### src/rtl/tpp_pkg.sv
package tpp_pkg;

    localparam int POS_W  = 16;
    localparam int BYTE_W = 8;

    typedef enum logic {
        BZ_IDLE,
        BZ_PULSE
    } busy_st_t;

    typedef enum logic {
        VL_READY,
        VL_HOLD
    } valid_st_t;

endpackage

### src/rtl/tpp_step_counter.sv
module tpp_step_counter #(
    parameter int RES_BITS = 12
) (
    input  logic                clk,
    input  logic                rst_n,
    input  logic                step_i,
    input  logic                up_i,
    output logic [RES_BITS-1:0] cnt_o
);

    localparam logic [RES_BITS-1:0] ONE = RES_BITS'(1);

    logic [RES_BITS-1:0] cnt_q;
    logic [RES_BITS-1:0] cnt_d;

    always_comb begin
        cnt_d = cnt_q;
        if (step_i) begin
            cnt_d = up_i ? (cnt_q + ONE) : (cnt_q - ONE);
        end
    end

    always_ff @(posedge clk or negedge rst_n) begin
        if (!rst_n) begin
            cnt_q <= '0;
        end else begin
            cnt_q <= cnt_d;
        end
    end

    assign cnt_o = cnt_q;


    no_step_hold_chk: assert property (@(posedge clk) disable iff (!rst_n)
        !step_i |=> $stable(cnt_q));


    step_up_moves_chk: assert property (@(posedge clk) disable iff (!rst_n)
        (step_i && up_i) |=> (cnt_q == $past(cnt_q) + ONE));

endmodule

### src/rtl/tpp_busy_ctl.sv
module tpp_busy_ctl
    import tpp_pkg::*;
#(
    parameter int RES_BITS = 12,
    parameter int BUSY_CYC = 3
) (
    input  logic                clk,
    input  logic                rst_n,
    input  logic                step_i,
    input  logic                inh_n_i,
    input  logic [RES_BITS-1:0] cnt_i,
    output logic                busy_o,
    output logic [POS_W-1:0]    latch_o
);

    localparam int          TW   = (BUSY_CYC > 2) ? $clog2(BUSY_CYC) : 1;
    localparam logic [TW-1:0] TMAX = TW'(BUSY_CYC - 1);
    localparam logic [TW-1:0] TONE = TW'(1);

    busy_st_t           st_q, st_d;
    logic [TW-1:0]      tmr_q, tmr_d;
    logic               pend_q, pend_d;
    logic               xfer_q, xfer_d;
    logic               inh_q;
    logic               load;
    logic               req;
    logic [POS_W-1:0]   latch_q;
    logic [POS_W-1:0]   padded;

    assign req = step_i | (inh_n_i & ~inh_q);

    always_comb begin
        padded = '0;
        padded[RES_BITS-1:0] = cnt_i;
    end

    always_comb begin
        st_d   = st_q;
        tmr_d  = tmr_q;
        pend_d = pend_q;
        xfer_d = xfer_q;
        load   = 1'b0;
        unique case (st_q)
            BZ_IDLE: begin
                if (req) begin
                    st_d   = BZ_PULSE;
                    tmr_d  = TMAX;
                    xfer_d = inh_n_i;
                    pend_d = 1'b0;
                end
            end
            BZ_PULSE: begin
                if (tmr_q == '0) begin
                    load = xfer_q;
                    if (pend_q || req) begin
                        st_d   = BZ_PULSE;
                        tmr_d  = TMAX;
                        xfer_d = inh_n_i;
                    end else begin
                        st_d = BZ_IDLE;
                    end
                    pend_d = 1'b0;
                end else begin
                    tmr_d = tmr_q - TONE;
                    if (req) begin
                        pend_d = 1'b1;
                    end
                end
            end
            default: st_d = BZ_IDLE;
        endcase
    end

    always_ff @(posedge clk or negedge rst_n) begin
        if (!rst_n) begin
            st_q    <= BZ_IDLE;
            tmr_q   <= '0;
            pend_q  <= 1'b0;
            xfer_q  <= 1'b0;
            inh_q   <= 1'b1;
            latch_q <= '0;
        end else begin
            st_q   <= st_d;
            tmr_q  <= tmr_d;
            pend_q <= pend_d;
            xfer_q <= xfer_d;
            inh_q  <= inh_n_i;
            if (load) begin
                latch_q <= padded;
            end
        end
    end

    always_comb begin
        busy_o  = (st_q == BZ_PULSE);
        latch_o = latch_q;
    end


    idle_step_busy_chk: assert property (@(posedge clk) disable iff (!rst_n)
        (st_q == BZ_IDLE && step_i) |=> busy_o);


    busy_step_extends_chk: assert property (@(posedge clk) disable iff (!rst_n)
        (busy_o && step_i) |=> busy_o);


    latch_at_pulse_end_chk: assert property (@(posedge clk) disable iff (!rst_n)
        !$stable(latch_q) |-> $past(st_q == BZ_PULSE && tmr_q == '0));


    generate
        if (RES_BITS < POS_W) begin : g_pad_chk
            pad_zero_chk: assert property (@(posedge clk) disable iff (!rst_n)
                latch_q[POS_W-1:RES_BITS] == '0);
        end
    endgenerate

endmodule

### src/rtl/tpp_valid_ctl.sv
module tpp_valid_ctl
    import tpp_pkg::*;
#(
    parameter int VALID_DLY = 4
) (
    input  logic clk,
    input  logic rst_n,
    input  logic inh_n_i,
    output logic valid_o
);

    localparam int          VW   = $clog2(VALID_DLY + 1);
    localparam logic [VW-1:0] VMAX = VW'(VALID_DLY);
    localparam logic [VW-1:0] VONE = VW'(1);

    valid_st_t      st_q, st_d;
    logic [VW-1:0]  vc_q, vc_d;
    logic           inh_q;
    logic           fall;

    assign fall = ~inh_n_i & inh_q;

    always_comb begin
        st_d = st_q;
        vc_d = vc_q;
        unique case (st_q)
            VL_READY: begin
                if (fall) begin
                    st_d = VL_HOLD;
                    vc_d = VMAX;
                end
            end
            VL_HOLD: begin
                if (inh_n_i || vc_q == VONE) begin
                    st_d = VL_READY;
                end else begin
                    vc_d = vc_q - VONE;
                end
            end
            default: st_d = VL_READY;
        endcase
    end

    always_ff @(posedge clk or negedge rst_n) begin
        if (!rst_n) begin
            st_q  <= VL_READY;
            vc_q  <= '0;
            inh_q <= 1'b1;
        end else begin
            st_q  <= st_d;
            vc_q  <= vc_d;
            inh_q <= inh_n_i;
        end
    end

    always_comb begin
        valid_o = (st_q == VL_READY);
    end


    inhibit_fall_invalid_chk: assert property (@(posedge clk) disable iff (!rst_n)
        fall |=> !valid_o);


    inhibit_high_valid_chk: assert property (@(posedge clk) disable iff (!rst_n)
        inh_n_i |=> valid_o);

endmodule

### src/rtl/tpp_byte_mux.sv
module tpp_byte_mux
    import tpp_pkg::*;
(
    input  logic [POS_W-1:0]  latch_i,
    input  logic              en_n_i,
    input  logic              bsel_i,
    output logic [BYTE_W-1:0] main_d_o,
    output logic              main_oe_o,
    output logic [BYTE_W-1:0] low_d_o,
    output logic              low_oe_o
);

    always_comb begin
        low_d_o   = latch_i[BYTE_W-1:0];
        main_d_o  = bsel_i ? latch_i[POS_W-1:BYTE_W] : latch_i[BYTE_W-1:0];
        main_oe_o = ~en_n_i;
        low_oe_o  = ~en_n_i;
    end

    always_comb begin

        if (!bsel_i) begin
            mirror_low_chk: assert (main_d_o == low_d_o);
        end

        oe_pair_chk: assert (main_oe_o == low_oe_o);
    end

endmodule

### src/rtl/track_pos_port.sv
module track_pos_port
    import tpp_pkg::*;
#(
    parameter int RES_BITS  = 12,
    parameter int BUSY_CYC  = 3,
    parameter int VALID_DLY = 4
) (
    input  logic       clk,
    input  logic       rst_n,
    input  logic       step_i,
    input  logic       dir_up_i,
    input  logic       inhibit_n_i,
    input  logic       enable_n_i,
    input  logic       byte_sel_i,
    output logic       busy_o,
    output logic       valid_o,
    output logic [7:0] db_main_o,
    output logic       db_main_oe_o,
    output logic [7:0] db_low_o,
    output logic       db_low_oe_o
);

    logic [RES_BITS-1:0] cnt;
    logic [POS_W-1:0]    latch;

    tpp_step_counter #(
        .RES_BITS (RES_BITS)
    ) i_counter (
        .clk    (clk),
        .rst_n  (rst_n),
        .step_i (step_i),
        .up_i   (dir_up_i),
        .cnt_o  (cnt)
    );

    tpp_busy_ctl #(
        .RES_BITS (RES_BITS),
        .BUSY_CYC (BUSY_CYC)
    ) i_busy (
        .clk     (clk),
        .rst_n   (rst_n),
        .step_i  (step_i),
        .inh_n_i (inhibit_n_i),
        .cnt_i   (cnt),
        .busy_o  (busy_o),
        .latch_o (latch)
    );

    tpp_valid_ctl #(
        .VALID_DLY (VALID_DLY)
    ) i_valid (
        .clk     (clk),
        .rst_n   (rst_n),
        .inh_n_i (inhibit_n_i),
        .valid_o (valid_o)
    );

    tpp_byte_mux i_mux (
        .latch_i   (latch),
        .en_n_i    (enable_n_i),
        .bsel_i    (byte_sel_i),
        .main_d_o  (db_main_o),
        .main_oe_o (db_main_oe_o),
        .low_d_o   (db_low_o),
        .low_oe_o  (db_low_oe_o)
    );

endmodule

### config.mk
export PLATFORM = sky130hd
export DESIGN_NAME = track_pos_port
export DESIGN_NICKNAME = d
export VERILOG_FILES = /design/src/rtl/tpp_pkg.sv /design/src/rtl/tpp_step_counter.sv /design/src/rtl/tpp_busy_ctl.sv /design/src/rtl/tpp_valid_ctl.sv /design/src/rtl/tpp_byte_mux.sv /design/src/rtl/track_pos_port.sv
export SDC_FILE = /design/constraint.sdc
export NUM_CORES = 1
export LEC_CHECK = 0
export BUFFER_PORTS_ARGS = -buffer_cell sky130_fd_sc_hd__buf_2
export CELL_PAD_IN_SITES_DETAIL_PLACEMENT = 1
export CELL_PAD_IN_SITES_GLOBAL_PLACEMENT = 2
export CORE_UTILIZATION = 40
export CTS_CLUSTER_SIZE = 28
export DETAILED_ROUTE_END_ITERATION = 6
export PLACE_DENSITY = 0.92
export SYNTH_ARGS = -nofsm -noshare
export SYNTH_HDL_FRONTEND = slang
export SYNTH_SLANG_ARGS = --single-unit
### constraint.sdc
create_clock -name clk -period 4 [get_ports clk]
set_input_delay 0.4 -clock clk [delete_from_list [all_inputs] [get_ports clk]]
set_output_delay 0.4 -clock clk [all_outputs]
set_load 0.03 [all_outputs]
* Word level (Yosys, flattened, before mapping) *
Cells that the tools add are included.
Widths: inputs -> output; s select.

cells by class
  add/sub/neg operators = 4
  $mul = 0
  div/mod/pow operators = 0
  order comparisons = 0
  equality and inequality tests = 8
  shifts and indexed selects = 0
  multiplexer cells = 26
  bitwise logic cells = 8
  reductions and logical operators = 7

operators by type and width
  kind                   number
  $mux 1                 13
  $add 12x1->12 const B  1
  $mux 12                1
  $sub 12x1->12 const B  1
  $mux 8                 1
  $pmux 1 s2             4
  $mux 2                 3
  $mux 3                 2
  $ne 2x2->1 const B     3
  $ne 3x3->1 const B     2
  $pmux 3 s2             1
  $reduce_and 2->1       3
  $not 1->1              5
  $ne 2x1->1 const B     2
  $pmux 2 s2             1
  $eq 3x1->1 const B     1
  $reduce_and 3->1       1
  $sub 3x1->3 const B    1
  $and 1x1->1            2
  $logic_not 2->1        1
  $logic_or 1x1->1       2
  $sub 2x1->2 const B    1
  $or 1x1->1             1

word-level totals
  bits in registers = 34
  latch bits = 0
  memory bits (writable) = 0
  bits in read-only memories = 0
  input port bits = 7
  output and inout port bits = 20
  word-level logic and storage cells = 62
  memories = 0

* Depth between registers and ports, before layout *
  word-level depth = 7
  mapped depth = 8
  mapped depth without buffers = 7

* Modules after synthesis *
From an unflattened synthesis, not the netlist that was laid out.

unflattened totals
  cell total of the unflattened synthesis = 205
  area total of the unflattened synthesis = 2243.4 um^2

by module, submodules not included
  module            instances  cells an instance  area each (um^2)  sequential area each (um^2)
  tpp_step_counter  1          105                998.5             300.3
  tpp_busy_ctl      1          58                 790.8             451.7
  tpp_valid_ctl     1          23                 251.5             126.4
  tpp_byte_mux      1          19                 202.7             0.0

* Worst setup path after synthesis *
OpenSTA, ideal clock, no wires.

  kind = input to register
  start = input dir_up_i
  end = register i_counter.cnt_q[8] (netlist: i_counter.cnt_o[8])
  library setup time = 0.125 ns
  data arrival time = 1.889 ns
  required time = 3.875 ns
  setup slack = 1.986 ns
  stages = 7
  buffers on the path = 0
  cell sequence = inv_1 fa_1 a21oi_2 o211ai_1 a31oi_1 xnor2_1 mux2_2

on the way
  word-level cells in the longest chain between the ends = 1

ends and longest elaborated chain
  item                  RTL line                text
  from (decl)           track_pos_port.sv:11    input logic dir_up_i,
  $mux 12               tpp_step_counter.sv:19  cnt_d = up_i ? (cnt_q + ONE) : (cnt_q - ONE);
  to (signal assigned)  tpp_step_counter.sv:27  cnt_q <= cnt_d;
  to (decl)             tpp_step_counter.sv:13  logic [RES_BITS-1:0] cnt_q;

Every way passes these cells.
A chain may end at the register's enable or synchronous reset.

* Worst setup path after layout *
  start = input dir_up_i
  end = register i_counter.cnt_q[11] (netlist: i_counter.cnt_o[11])

Same word-level chain as after synthesis.

==> impl_metrics.env <==
export IMPL_status="complete, no violations"
export IMPL_pwr_share_seq=0.327
export IMPL_coreArea_um2=5070
export IMPL_cts_resized=0
export IMPL_holdCritPathClass="input port to asynchronous set/reset pin"
export IMPL_syn_instance_count=207
export IMPL_die_area_um2=5540
export IMPL_synth_edff_count=0
export IMPL_clock_sinks=34
export IMPL_fillers=608
export IMPL_avgSynthCellArea_um2=10.1
export IMPL_dp_hpwl_um=3540
export IMPL_rsz0062_at_grt="no"
export IMPL_rrSetupSlack_ns=1.90
export IMPL_yosys_area_top_type="dfrtp_1"
export IMPL_synth_adder_area_share=0.0930
export IMPL_start_kind="input port"
export IMPL_fin_crit_ns=2.19
export IMPL_final_nets=248
export IMPL_async_reset_ff_frac=1.00
export IMPL_grt_use_total=0.190
export IMPL_n_antenna_cell=0
export IMPL_ys_top_cells_by_count="dfrtp_1 (33), a21oi_1 (19), mux2_2 (19), nand2_1 (15), ha_1 (14)"
export IMPL_cp_end_kind="flop"
export IMPL_areaGrowthSynthToFinish_pct=10.6
export IMPL_p_sw_uw=904
export IMPL_fin_setup_tns_ns=0
export IMPL_grt_pass1_vias=1640
export IMPL_fp_dieH_um=74.5
export IMPL_ys_flop_type="dfrtp_1"
export IMPL_critical_path_class="input port to flop"
export IMPL_min_period_over_period=0.549
export IMPL_drcViolationCount=0
export IMPL_worstMarginPinSlew_ns=0.735
export IMPL_finalHoldViolations=0
export IMPL_clkSlewWorstSetupHoldPaths_ns=0.07
export IMPL_numCtsBuffers=5
export IMPL_cts_tree="yes"
export IMPL_syn_area_um2=2100
export IMPL_worst_clock_skew_ns=0.00861
export IMPL_cp_data_arrival_time_ns=2.39
export IMPL_required_ns=4.20
export IMPL_gp_congestion=0.796
export IMPL_yosysWarningCount=0
export IMPL_drv_slew=0
export IMPL_ios=27
export IMPL_cp_common_cell="a21oi_1"
export IMPL_synth_top_area_share=0.393
export IMPL_synthSimpleGateAreaFrac=0.117
export IMPL_cts_hold_buf=0
export IMPL_drt_total_wl_um=4790
export IMPL_cp_top_family="compound AO/OA/AOI/OAI gates"
export IMPL_synth_top_family_by_area="compound AO/OA/AOI/OAI gates"
export IMPL_drt_pass1_iterations=4
export IMPL_synthMuxAreaShare=0.109
export IMPL_synth_seq_cells=34
export IMPL_die_w_um=74.5
export IMPL_synth_seq_area_share=0.406
export IMPL_crit_buf_inv=2
export IMPL_power_leakage_nw=1.03
export IMPL_irDropWorstVdd_v=0.000271
export IMPL_intPower_mw=1.11
export IMPL_synth_xor_area_frac=0.0250
export IMPL_cp_cell_sequence="buf_2 > inv_1 > ha_1 > a21oi_1 > o2111ai_1 > a21oi_1 > and4bb_2 > o221ai_1"
export IMPL_io_buffers=26
export IMPL_power_frac_comb=0.541
export IMPL_gr_total_overflow=0
export IMPL_clockBufferDepth=2
export IMPL_htreeDepth=2
export IMPL_max_freq_mhz=456
export IMPL_layout_drive_gt1_share=0.273
export IMPL_crit_fanout=13
export IMPL_relSlewSlack=0.510
export IMPL_row_count=26
export IMPL_postCtsSetupBuffers=0
export IMPL_syn_nets=229
export IMPL_start_util=0.414
export IMPL_synth_area_leaders="dfrtp_1 (39%), mux2_2 (10%), ha_1 (8.3%)"
export IMPL_critPathSlowestCell="a21oi_1"
export IMPL_grt_max_degree=35
export IMPL_setup_viol_count_final=0
export IMPL_holdWs_ns=0.169
export IMPL_finalPower_mw=2.01
export IMPL_grt_antenna_before_repair=0
export IMPL_cpPeakStageDelay_ns=0.44
export IMPL_synth_compound_area_share=0.184
export IMPL_num_vias=1620
export IMPL_cap_violations=0
export IMPL_cellPowerDensity_nw_per_um2=866
export IMPL_via_per_inst=5.45
export IMPL_swShare=0.450
export IMPL_insertion_delay_ns=0.28
export IMPL_postRouteAntennaNets=0
export IMPL_first_iter_violations=99
export IMPL_p_clk_frac=0.132
export IMPL_yosysUniqueCellTypes=47
export IMPL_root_buffer="clkbuf_8"
export IMPL_register_area_um2=852
export IMPL_multiInputGateArea_um2=1110
export IMPL_grt_pass1_wl_um=7890
export IMPL_wl_per_cell_um=16.1
export IMPL_yosysMostFrequentCell="dfrtp_1"
[layer usage]
layer	up-vias	routed length [um]	track usage
met5	-	0	0
li1	775	-	-
met1	802	2110	0.239
met3	5	174	0.0203
met2	38	2440	0.343
met4	0	65	0.0566
[worst reg2reg max path, stage by stage (launching register included)]
cell and delay [ns]:
dfrtp_1 0.48, fa_1 0.48, a21oi_2 0.24, o211ai_1 0.18, a31oi_1 0.23, xnor2_1 0.09, mux2_2 0.28
[power by group through the flow]
stage / clock network (mW) / registers (mW) / logic, mW
floorplan: 0 / 0.604 / 0.918
global placement: 0 / 0.649 / 1.04
detailed placement: 0 / 0.660 / 1.08
CTS: 0.273 / 0.657 / 1.10
global route: 0.289 / 0.678 / 1.21
finish: 0.265 / 0.657 / 1.09
[logic make-up (layout without fill, tap and decap cells)]
group,count (synthesis),count (layout)
DFF,34,34
muxes,20,20
adders and majority gates,15,15
AOI/OAI and AO/OA,57,57
xor gates and xnor gates,6,6
and+or+nand+nor,48,48
buffers and inverters,27,47
[layout make-up]
class | count | share of cell area
Inverter | 13 | 0.0210
Multi-Input combinational cell | 146 | 0.477
Sequential cell | 34 | 0.367
Clock inverter | 2 | 0.00539
Timing Repair Buffer | 26 | 0.0560
Tap cell | 70 | 0.0377
Clock buffer | 6 | 0.0356
[flip-flops by register name, indices dropped and copies added (netlist names)]
signal,cells
i_busy.latch_o,12
i_counter.cnt_o,12
i_valid.vc_q,3
i_busy.tmr_q,2
i_busy.busy_o,1
i_busy.pend_q,1
i_busy.xfer_q,1
i_valid.inh_q,1
i_valid.st_q,1
[per-stage QoR]
step	util	cell area, um2	setup WS, ns	std cells
2_1_floorplan	-	2100	1.99	207
5_1_grt	0.458	2320	1.60	297
6_report	0.458	2320	1.81	297
3_5_place_dp	0.439	2230	1.51	289
4_1_cts	0.458	2320	1.80	297
3_3_place_gp	0.439	2230	1.65	289
[worst paths after layout]
check,from,to,cells after the start
setup / recovery,dir_up_i,i_counter.cnt_o[11],8
hold / removal,rst_n,i_busy.busy_o,1
setup reg to reg,i_counter.cnt_o[0],i_counter.cnt_o[8],6
hold reg to reg,i_busy.latch_o[10],i_busy.latch_o[10],1
max in group asynchronous,rst_n,i_busy.latch_o[10],1
min in group clk,inhibit_n_i,i_valid.inh_q,1
[cell usage in the layout (no fill, tap or decap), drive strengths merged]
cell type | netlist | routed
clkinv | 0 | 1
o221ai | 1 | 1
nor3b | 1 | 1
a221oi | 1 | 1
a2bb2o | 1 | 1
and2b | 1 | 1
nor2b | 6 | 6
dfrtp | 33 | 33
a21oi | 20 | 20
nor3 | 7 | 7
buf | 12 | 26
o2111ai | 1 | 1
xnor2 | 4 | 4
o21ai | 11 | 11
a21o | 3 | 3
dfstp | 1 | 1
o21a | 3 | 3
xor2 | 2 | 2
nand4 | 2 | 2
ha | 14 | 14
nand4b | 1 | 1
fa | 1 | 1
a31oi | 2 | 2
o211ai | 7 | 7
o2bb2ai | 2 | 2
inv | 13 | 13
a22oi | 1 | 1
and3 | 3 | 3
nor2 | 5 | 5
a211oi | 2 | 2
and4bb | 1 | 1
clkinvlp | 0 | 1
a21boi | 1 | 1
clkbuf | 2 | 6
nand2b | 1 | 1
mux2 | 20 | 20
o31ai | 1 | 1
nand3 | 5 | 5
nand2 | 15 | 15
No activity file was read; power rests on OpenSTA's default activity.
